## src/rtl/tot_pkg.sv

```systemverilog
package tot_pkg;

  // Per-channel strobes from the control side to the datapath
  typedef struct packed {
    logic latchLead;   // leading edge seen on this sample tick
    logic commitPair;  // qualified trailing edge: push {lead, now}
  } chStrb_t;

endpackage

```

## src/rtl/tot_ctrl.sv

```systemverilog
module tot_ctrl
  import tot_pkg::*;
#(
  parameter int NUM_CH = 8,
  localparam int SLOT_W = (NUM_CH > 1) ? $clog2(NUM_CH) : 1
) (
  input  logic                clk,
  input  logic                rst_n,
  input  logic [NUM_CH-1:0]   compLow,
  input  logic [NUM_CH-1:0]   compHigh,
  output logic                tick,
  output logic [SLOT_W-1:0]   slot,
  output chStrb_t [NUM_CH-1:0] chStrb
);

  localparam logic [SLOT_W-1:0] LAST_SLOT = SLOT_W'(NUM_CH - 1);

  // Slot counter: one lane slot per fast cycle, a sample tick per round
  always_ff @(posedge clk) begin
    if (!rst_n)                 slot <= '0;
    else if (slot == LAST_SLOT) slot <= '0;
    else                        slot <= slot + 1'b1;
  end

  assign tick = (slot == LAST_SLOT);

  for (genvar g = 0; g < NUM_CH; g++) begin : gChan
    logic lowS1, lowS2, lowS3;
    logic hiS1, hiS2;
    logic pending, hitSeen;
    logic riseDet, fallDet;

    // lowS2 and hiS2 are aligned samples; lowS3 is the previous low sample
    assign riseDet = lowS2 & ~lowS3;
    assign fallDet = ~lowS2 & lowS3;

    always_ff @(posedge clk) begin
      if (!rst_n) begin
        // low history resets high: a pulse present at release never rises
        lowS1   <= 1'b1;
        lowS2   <= 1'b1;
        lowS3   <= 1'b1;
        hiS1    <= 1'b0;
        hiS2    <= 1'b0;
        pending <= 1'b0;
        hitSeen <= 1'b0;
      end else if (tick) begin
        lowS1 <= compLow[g];
        lowS2 <= lowS1;
        lowS3 <= lowS2;
        hiS1  <= compHigh[g];
        hiS2  <= hiS1;
        if (riseDet) begin
          pending <= 1'b1;
          hitSeen <= hiS2;
        end else if (fallDet) begin
          pending <= 1'b0;
          hitSeen <= 1'b0;
        end else if (pending && lowS2) begin
          hitSeen <= hitSeen | hiS2;
        end
      end
    end

    assign chStrb[g].latchLead  = tick & riseDet;
    assign chStrb[g].commitPair = tick & fallDet & pending & hitSeen;
  end

endmodule

```

## src/rtl/tot_datapath.sv

```systemverilog
module tot_datapath
  import tot_pkg::*;
#(
  parameter int NUM_CH = 8,
  parameter int TIME_W = 12,
  parameter int DEPTH  = 4,
  localparam int SLOT_W  = (NUM_CH > 1) ? $clog2(NUM_CH) : 1,
  localparam int ENTRY_W = 2 * TIME_W,
  localparam int PTR_W   = (DEPTH > 1) ? $clog2(DEPTH) : 1,
  localparam int CNT_W   = $clog2(DEPTH + 1)
) (
  input  logic                    clk,
  input  logic                    rst_n,
  input  logic                    tick,
  input  logic [SLOT_W-1:0]       slot,
  input  chStrb_t [NUM_CH-1:0]    chStrb,
  output logic                    laneValid,
  output logic [SLOT_W-1:0]       laneSlot,
  output logic [ENTRY_W-1:0]      laneData,
  output logic [NUM_CH-1:0]       overflow,
  output logic [NUM_CH*CNT_W-1:0] fifoLevel
);

  function automatic logic [PTR_W-1:0] nextPtr(input logic [PTR_W-1:0] p);
    return (p == PTR_W'(DEPTH - 1)) ? '0 : p + 1'b1;
  endfunction

  // Free-running event time, one step per sample tick
  logic [TIME_W-1:0] evTime;
  always_ff @(posedge clk) begin
    if (!rst_n)    evTime <= '0;
    else if (tick) evTime <= evTime + 1'b1;
  end

  logic [ENTRY_W-1:0] headArr [NUM_CH];
  logic [NUM_CH-1:0]  notEmpty;

  for (genvar g = 0; g < NUM_CH; g++) begin : gChan
    logic [TIME_W-1:0]  leadTime;
    logic [ENTRY_W-1:0] mem [DEPTH];
    logic [PTR_W-1:0]   wrPtr, rdPtr;
    logic [CNT_W-1:0]   level;
    logic               isFull, doPush, doPop, ovfFlag;

    assign isFull = (level == CNT_W'(DEPTH));
    assign doPush = chStrb[g].commitPair & ~isFull;
    assign doPop  = (slot == SLOT_W'(g)) & (level != '0);

    always_ff @(posedge clk) begin
      if (!rst_n)                    leadTime <= '0;
      else if (chStrb[g].latchLead)  leadTime <= evTime;
    end

    always_ff @(posedge clk) begin
      if (doPush) mem[wrPtr] <= {leadTime, evTime};
    end

    always_ff @(posedge clk) begin
      if (!rst_n) begin
        wrPtr   <= '0;
        rdPtr   <= '0;
        level   <= '0;
        ovfFlag <= 1'b0;
      end else begin
        if (doPush) wrPtr <= nextPtr(wrPtr);
        if (doPop)  rdPtr <= nextPtr(rdPtr);
        level <= level + CNT_W'(doPush) - CNT_W'(doPop);
        if (chStrb[g].commitPair && isFull) ovfFlag <= 1'b1;
      end
    end

    assign headArr[g]                   = mem[rdPtr];
    assign notEmpty[g]                  = (level != '0);
    assign overflow[g]                  = ovfFlag;
    assign fifoLevel[g*CNT_W +: CNT_W]  = level;
  end

  // Lane: registered, one slot per cycle, pops the owner's head entry
  always_ff @(posedge clk) begin
    if (!rst_n) begin
      laneValid <= 1'b0;
      laneSlot  <= SLOT_W'(NUM_CH - 1);
      laneData  <= '0;
    end else begin
      laneValid <= notEmpty[slot];
      laneSlot  <= slot;
      laneData  <= notEmpty[slot] ? headArr[slot] : '0;
    end
  end

endmodule

```

## src/rtl/tot_hit_recorder.sv

```systemverilog
module tot_hit_recorder
  import tot_pkg::*;
#(
  parameter int NUM_CH = 8,
  parameter int TIME_W = 12,
  parameter int DEPTH  = 4,
  localparam int SLOT_W  = (NUM_CH > 1) ? $clog2(NUM_CH) : 1,
  localparam int ENTRY_W = 2 * TIME_W,
  localparam int CNT_W   = $clog2(DEPTH + 1)
) (
  input  logic               clk,
  input  logic               rst_n,
  input  logic [NUM_CH-1:0]  compLow,
  input  logic [NUM_CH-1:0]  compHigh,
  output logic               laneValid,
  output logic [SLOT_W-1:0]  laneSlot,
  output logic [ENTRY_W-1:0] laneData,
  output logic [NUM_CH-1:0]  overflow
);

  logic                     tick;
  logic [SLOT_W-1:0]        slot;
  chStrb_t [NUM_CH-1:0]     chStrb;
  logic [NUM_CH*CNT_W-1:0]  fifoLevel;

  tot_ctrl #(.NUM_CH(NUM_CH)) uCtrl (
    .clk      (clk),
    .rst_n    (rst_n),
    .compLow  (compLow),
    .compHigh (compHigh),
    .tick     (tick),
    .slot     (slot),
    .chStrb   (chStrb)
  );

  tot_datapath #(.NUM_CH(NUM_CH), .TIME_W(TIME_W), .DEPTH(DEPTH)) uData (
    .clk       (clk),
    .rst_n     (rst_n),
    .tick      (tick),
    .slot      (slot),
    .chStrb    (chStrb),
    .laneValid (laneValid),
    .laneSlot  (laneSlot),
    .laneData  (laneData),
    .overflow  (overflow),
    .fifoLevel (fifoLevel)
  );

endmodule

```

## config.mk

```make
export PLATFORM = sky130hd
export DESIGN_NAME = tot_hit_recorder
export DESIGN_NICKNAME = d
export VERILOG_FILES = /design/src/rtl/tot_pkg.sv /design/src/rtl/tot_ctrl.sv /design/src/rtl/tot_datapath.sv /design/src/rtl/tot_hit_recorder.sv
export SDC_FILE = /design/constraint.sdc
export NUM_CORES = 1
export LEC_CHECK = 0
export CAP_MARGIN = 20
export CELL_PAD_IN_SITES_DETAIL_PLACEMENT = 1
export CELL_PAD_IN_SITES_GLOBAL_PLACEMENT = 1
export CORE_AREA = 2 2 323 261
export DETAILED_ROUTE_END_ITERATION = 8
export DIE_AREA = 0 0 325 263
export PLACE_DENSITY = 0.77
export SYNTH_ARGS = -nofsm -noshare
export SYNTH_HDL_FRONTEND = slang
export SYNTH_SLANG_ARGS = --single-unit
```

## constraint.sdc

```tcl
create_clock -name clk -period 3.9 [get_ports clk]
set_input_delay 0.78 -clock clk [delete_from_list [all_inputs] [get_ports clk]]
set_output_delay 0.78 -clock clk [all_outputs]
set_load 0.005 [all_outputs]
```

==> results.md, run 1 <==
* Asr flop ratio synth at 0%
* Post-Syn Nets at 2,684
* Worst Hold Class: flip-flop to flip-flop
* Cells after Synth at 2,579
* Layout cells sized above 1 at between 15 and 20%
* Setup TNS at 0 ps
* Peak VDD IR at roughly 0.32 mV
* CP Launch Type: flip-flop
* Metal-1 WL at 43,620 µm
* RSZ-0062 raised after global routing: no
* Pins over their slew limit at 0
* Routed met2 length at 49,320 µm
* Final Util at 56.31%
* Max_cap viols at 0
* Nature of the critical path endpoint: flip-flop
* Met3 wire len at approximately 8100 µm
* DP Worst Slack at slightly above 800 ps
* Number of global-route vias before repair at 24.09k
* Data arrival time of the critical path at roughly 3700 ps
* First-pass GRT wire length at approximately 160,000 µm
* Layout Nets at 2,773
* Syn. warnings at 0
* GRT Total Usage at 24.50%
* CTS clk-pin slew, worst paths at 60 ps
* Die Y at 263 µm
* Leak at 15.31 nW
* Die area at 85,480 µm²
* Placer congestion estimate at 0.8054
* Hold_buf cts at 0
* Area leader, netlist: edfxtp_1
* Routed vias at 22.77k
* DP HPWL at between 60,000 and 70,000 µm
* Critical path type: flip-flop to flip-flop
* Post-cts sizing count at 0
* Achievable frequency at 321.2 MHz
* Placed cells at approximately 3.7k
* DRT Pass-1 Iters at 6
* Final setup violation count at 0
* Fill cells at 7,545
* Synth top area cells: edfxtp_1 (56%), dfxtp_1 (13%), mux4_2 (8.5%)
* Sequential share of the synthesized area at 69.75%
* Status: finished clean
* Buffers on Ports at 53
* Max FO, Critical Path at 38
* Number of synthesized register bits at 1,043
* Max layer used: met5
* WP data required at between 4000 and 5000 ps
* Cell variety after synth at 57
* Vias per cell at 5.903
* Internal Power at 17.86 mW
* Clk sinks at 1,043
* Rel. slew slack at roughly a fifth
* Clock Power Share at ~42%
* CTS tree: built
* Top_reg_cell synth: edfxtp_1
* Num ports at 54
* NetSw at between 4 and 5 mW
* H-tree levels at 3
* Fin crit period at 3113 ps
* GR Overflow Total at 0
* Largest net degree at the start of global routing at 90
* Comb power frac at roughly 5.2%
* Yosys top cell area share at 56.31%
* Setup Buffers After CTS at 0
* Initial Util at roughly 50%
* DRC at 0
* Std cell rows at 94
* DR WL/cell at 27.10 µm
* Synthesized cell area at 40,960 µm²
* Non-filler instance count after layout at 3,858
* Worst Setup Slack, final at 787.0 ps
* PwrDens at 493.7 nW/µm²
* Area grow syn2layout at 12.70%
* DRT Wirelength at 104,600 µm
* Final period util at 79.82%
* Final Skew at 26.01 ps
* Final hold violation count at 0
* Antenna violations before repair at 1
* Die span in x at about 330 µm
* Clk buf depth at 3
* CTS buffer count at 100
* Initial DRC Count at 2,049
* Skew-Pair Late Insertion Delay at around 670 ps
* Remaining antenna violation count at 0
* Sequential fraction of design power at between 50% and 60%
* CTS Root Cell: clkbuf_16
* Worst-Margin Slew at between 1000 and 1500 ps
* Post-synth EDFFs at 768
* Switching Fraction at 21.61%
* Core area at 81,980 µm²
* Synth Area per Inst at 15.88 µm²
critical path, cell delays in order (launching register included):
cell,delay [ps]
dfxtp_1,370
buf_4,450
ha_1,280
nor3b_1,490
ha_1,340
inv_1,70
ha_1,140
inv_1,50
fa_1,370
xnor2_1,150
xnor2_1,140
and2_1,160
metal layers:
metal  up-vias  track usage [%]
met2       784            38.81
met5         -                0
li1       9887                -
met1     11912            33.21
met3       188            6.201
met4         2            8.246
registers in the layout (all words and copies together), names as in the netlist, 3 cells and up, named ones only:
register              flops
uData.gChan.mem         768
uData.gChan.leadTime     96
uData.gChan.level        24
uData.laneData           24
uData.gChan.rdPtr        16
uData.gChan.wrPtr        16
uData.evTime             12
uCtrl.gChan.hiS1          8
uCtrl.gChan.hiS2          8
uCtrl.gChan.hitSeen       8
uCtrl.gChan.lowS1         8
uCtrl.gChan.lowS2         8
uCtrl.gChan.lowS3         8
uCtrl.gChan.pending       8
uData.gChan.ovfFlag       8
uCtrl.slot                3
uData.laneSlot            3
cell usage in the layout, fill, tap and decap left out, types with 16 or more instances in the layout:
| master | n |
|---|---|
| mux2_2 | 40 |
| clkbuf_16 | 102 |
| o21ai_0 | 31 |
| ha_1 | 78 |
| o211ai_1 | 16 |
| mux2i_1 | 105 |
| a21oi_1 | 59 |
| buf_4 | 90 |
| inv_1 | 67 |
| o22ai_1 | 20 |
| xnor2_1 | 17 |
| nor3_1 | 31 |
| clkdlybuf4s50_1 | 52 |
| nor2b_1 | 70 |
| dfxtp_1 | 266 |
| and2_1 | 68 |
| a21boi_0 | 103 |
| edfxtp_1 | 768 |
| clkinv_2 | 19 |
| clkbuf_1 | 30 |
| nand2_1 | 286 |
| nor2_1 | 47 |
| mux4_2 | 155 |
stage by stage:
step | total power, mW | hold WS (ps) | cell area, µm²
2_1_floorplan | 12.87 | 441.6 | 40960
3_3_place_gp | 13.32 | 451.0 | 42880
3_5_place_dp | 13.35 | 454.7 | 42880
4_1_cts | 22.93 | 467.1 | 46130
5_1_grt | 23.41 | 494.9 | 46160
6_report | 22.79 | 464.0 | 46160
kinds of logic after synthesis:
group / after synthesis / share of synthesized area, %
flip-flops: 1043 / 69.75
buffers and inverters: 228 / 2.401
adder cells (fa/ha/maj): 87 / 2.804
AND/OR/NAND/NOR: 570 / 6.641
XOR/XNOR: 23 / 0.4918
multiplexers: 300 / 12.19
AO/OA/AOI/OAI: 328 / 5.722
worst paths after layout:
kind                                from  slack (ps)  cells past startpoint                      end
setup / recovery           uCtrl.slot[0]         790                     11  uData.gChan[1].level[2]
hold / removal    uData.gChan[2].ovfFlag         460                      1   uData.gChan[2].ovfFlag
setup reg to reg           uCtrl.slot[0]         790                     11  uData.gChan[1].level[2]
hold reg to reg   uData.gChan[2].ovfFlag         460                      1   uData.gChan[2].ovfFlag
layout make-up:
cell class / count / area, µm² / area share [%]
antenna: 1 / 2.502 / 0.005421
inverter: 70 / 262.8 / 0.5692
clock buffer: 143 / 2816 / 6.102
multi-input combinational: 1308 / 11430 / 24.76
clock inverter: 44 / 432.9 / 0.9379
sequential: 1043 / 28580 / 61.91
tap: 1104 / 1381 / 2.993
timing repair buffer: 145 / 1255 / 2.719
cell usage after synthesis (18+ instances only):
cell	number
buf_4	18
mux4_2	155
a21oi_1	59
mux2_2	40
inv_1	67
nor2b_1	70
o22ai_1	20
and2_1	68
clkbuf_1	92
o21ai_0	31
buf_2	29
mux2i_1	105
nor3_1	31
nor2_1	47
nand2_1	286
dfxtp_1	275
ha_1	79
a21boi_0	103
edfxtp_1	768
power by group through the flow:
stage               Clock (mW)  Combinational, mW  Sequential, mW
floorplan                    0              0.748            12.1
global placement             0               1.14            12.2
detailed placement           0               1.17            12.2
CTS                       9.80               1.19            11.9
global route              10.2               1.27            12.0
finish                    9.65               1.19            12.0
(Power assumes the default switching activity.)
==> inputs of run 2 (changes only) <==
==> constraint.sdc (replaced) <==
create_clock -name clk -period 3.25 [get_ports clk]
set_input_delay 0.65 -clock clk [delete_from_list [all_inputs] [get_ports clk]]
set_output_delay 0.65 -clock clk [all_outputs]
set_load 0.005 [all_outputs]
==> run 2 against run 1 <==
Sequential share of layout area fell by 0.50 points. Die area is the same. Worst hold slack got worse by 39 ps. Wire length rose by 2.3%. Register-to-register slack lost 390 ps. Clock skew grew 1.9 ps. Critical endpoint is now uData.gChan[3].mem[2][10]. Cell count rose by 0.73%.
==> results.md, run 2 (synthesis gave the netlist of run 1 again) <==
* Status: finished clean
* Max FO, Critical Path at 24 (-37%)
* Die area at 85,480 µm² (unchanged)
* DRT Pass-1 Iters at 6 (unchanged)
* Final setup violation count at 0 (unchanged)
* Worst Setup Slack, final at 395.6 ps (-391.4 ps)
* Peak VDD IR at 0.4003 mV (+25%)
* Skew-Pair Late Insertion Delay at 680 ps (about the same)
* Vias per cell at 5.870 (-0.55%)
* Rel. slew slack at 38.01% (+17 points)
* Commonest non-fill, non-tap cell in the layout: edfxtp_1
* CTS clk-pin slew, worst paths at 70 ps (about the same)
* Max FFs per register at 768 (unchanged)
* Area grow syn2layout at 13.61%
* Number of global-route vias before repair at 24.22k (+0.54%)
* Non-filler instance count after layout at 3,886 (+0.73%)
* GR Overflow Total at 0 (unchanged)
* RSZ-0062 raised after global routing: no
* DRT Wirelength at 107,000 µm (+2.3%)
* Die span in x at 325 µm (unchanged)
* Std cell rows at 94 (unchanged)
* CP max stage delay at 490 ps (about the same)
* CTS tree: built
* Largest net degree at the start of global routing at 85 (-5.6%)
* Worst-Margin Slew at 928.6 ps (-258.3 ps)
* Core area at 81,980 µm² (unchanged)
* Die Y at 263 µm (unchanged)
* Fill cells at 7,563 (+0.24%)
* H-tree levels at 3 (unchanged)
* Slowest CP cell: dfxtp_1
* Worst Hold Class: input pin to flip-flop
* Hold_buf cts at 0 (unchanged)
* Antenna violations before repair at 5 (+4)
* Post-cts sizing count at 0 (unchanged)
* Worst path cell trace: ha_1 > ha_4 > buf_4 > nand4_1 > a31oi_1 > buf_4 > and2_1 > buf_4
* Final Util at 56.76% (+0.45 points)
* First-pass GRT wire length at 158,200 µm (+1.3%)
* Data arrival time of the critical path at 3170 ps (-490 ps)
* Clk buf depth at 3 (unchanged)
* Initial DRC Count at 2,212 (+8.0%)
* Leak at 15.51 nW (+1.3%)
* DP HPWL at 67,920 µm (+3.0%)
* N_diodes at 0 (-1)
* DP Worst Slack at 407.5 ps (-409.9 ps)
* DR WL/cell at 27.52 µm (+1.6%)
* DRC at 0 (unchanged)
* CTS buffer count at 99 (-1.0%)
* Routed vias at 22.81k (+0.17%)
* Initial Util at 49.96% (unchanged)
* Achievable frequency at 350.3 MHz (+9.1%)
* Final Skew at 27.91 ps (+1.906 ps)
* Fin crit period at 2854 ps (-258.6 ps)
* PwrDens at 593.8 nW/µm² (+20%)
* Layout Nets at 2,801 (+1.0%)
* Most frequent cells in the layout: edfxtp_1 (768), nand2_1 (286), dfxtp_1 (266), mux4_2 (155), buf_4 (112)
* CP Launch Type: flip-flop
* WP data required at 3570 ps (-880 ps)
* Top flop regs: uData.gChan.mem x768, uData.gChan.leadTime x96
* Setup Buffers After CTS at 0 (unchanged)
* Placer congestion estimate at 0.8143 (+1.1%)
* Top cell by count, worst path: buf_4
* CTS Root Cell: clkbuf_16
* Largest register by flop count: uData.gChan.mem
* Placed cells at 3,699 (+0.82%)
* Buffers on Ports at 53 (unchanged)
* Pins over their slew limit at 0 (unchanged)
* Nature of the critical path endpoint: flip-flop
* Layout cells sized above 1 at 17.54% (+0.94 points)
* Critical path type: flip-flop to flip-flop
* Final hold violation count at 0 (unchanged)
* Clk sinks at 1,043 (unchanged)
* GRT Total Usage at 24.99% (+0.50 points)
* Remaining antenna violation count at 0 (unchanged)
* Final period util at 87.83% (+8.0 points)
* Max_cap viols at 0 (unchanged)
* Setup TNS at 0 ps (unchanged)
* Num ports at 54 (unchanged)
## run 2: cell count changes in the layout (fill, tap and decap cells not counted), sizes merged
cell,change
buf,+29
bufinv,+2
clkbuf,-5
clkinv,+2
diode,-1
inv,+1
## run 2: critical path, delay by kind of cell, from the launching register on
| family | cells | cell delay (ps) |
|---|---|---|
| buf+inv | 3 | 850 |
| simple gates | 2 | 280 |
| flops | 1 | 490 |
| fa+ha+maj | 2 | 570 |
| compound gates | 1 | 280 |
## run 2: per-layer routing
layer	vias to the layer above	wire (µm)	GRT usage, %
met2	803	51420	40.40
met3	153	8740	6.013
met5	-	0	0
li1	9941	-	-
met1	11915	43790	33.73
met4	0	2999	7.620
## run 2: worst paths after layout
kind / start / end / slack [ps] / cells after the start
setup / recovery: uCtrl.slot[0] / uData.gChan[3].mem[2][10] / 400 / 8
hold / removal: rst_n / uData.laneSlot[1] / 430 / 2
setup reg to reg: uCtrl.slot[0] / uData.gChan[3].mem[2][10] / 400 / 8
hold reg to reg: uCtrl.gChan[1].lowS1 / uCtrl.gChan[1].lowS1 / 470 / 2
## run 2: report_power, final
group	internal [mW]	total [mW]	switching [mW]	leakage [nW]
combinational	0.645	1.47	0.822	4.42
clock	6.80	11.8	5.02	1.63
sequential	14.2	14.3	0.145	9.46
total	21.6	27.6	5.98	15.5
## run 2: layout make-up
| cell class | instances | area [µm²] | area share [%] |
|---|---|---|---|
| clock buffers | 138 | 2819 | 6.058 |
| multi-input cells | 1308 | 11430 | 24.56 |
| repair buffers | 174 | 1553 | 3.337 |
| inverters | 70 | 262.8 | 0.5647 |
| flip-flops and latches | 1043 | 28580 | 61.42 |
| well taps | 1104 | 1381 | 2.969 |
| clock inverters | 49 | 508.0 | 1.092 |
## run 2: metrics by stage
step / total power, mW / hold WS (ps) / area [µm²]
floorplan: 15.44 / 441.6 / 40960
global placement: 16.00 / 451.0 / 43210
detailed placement: 16.06 / 459.8 / 43210
CTS: 27.78 / 411.1 / 46530
global route: 28.35 / 423.7 / 46530
finish: 27.63 / 425.3 / 46530
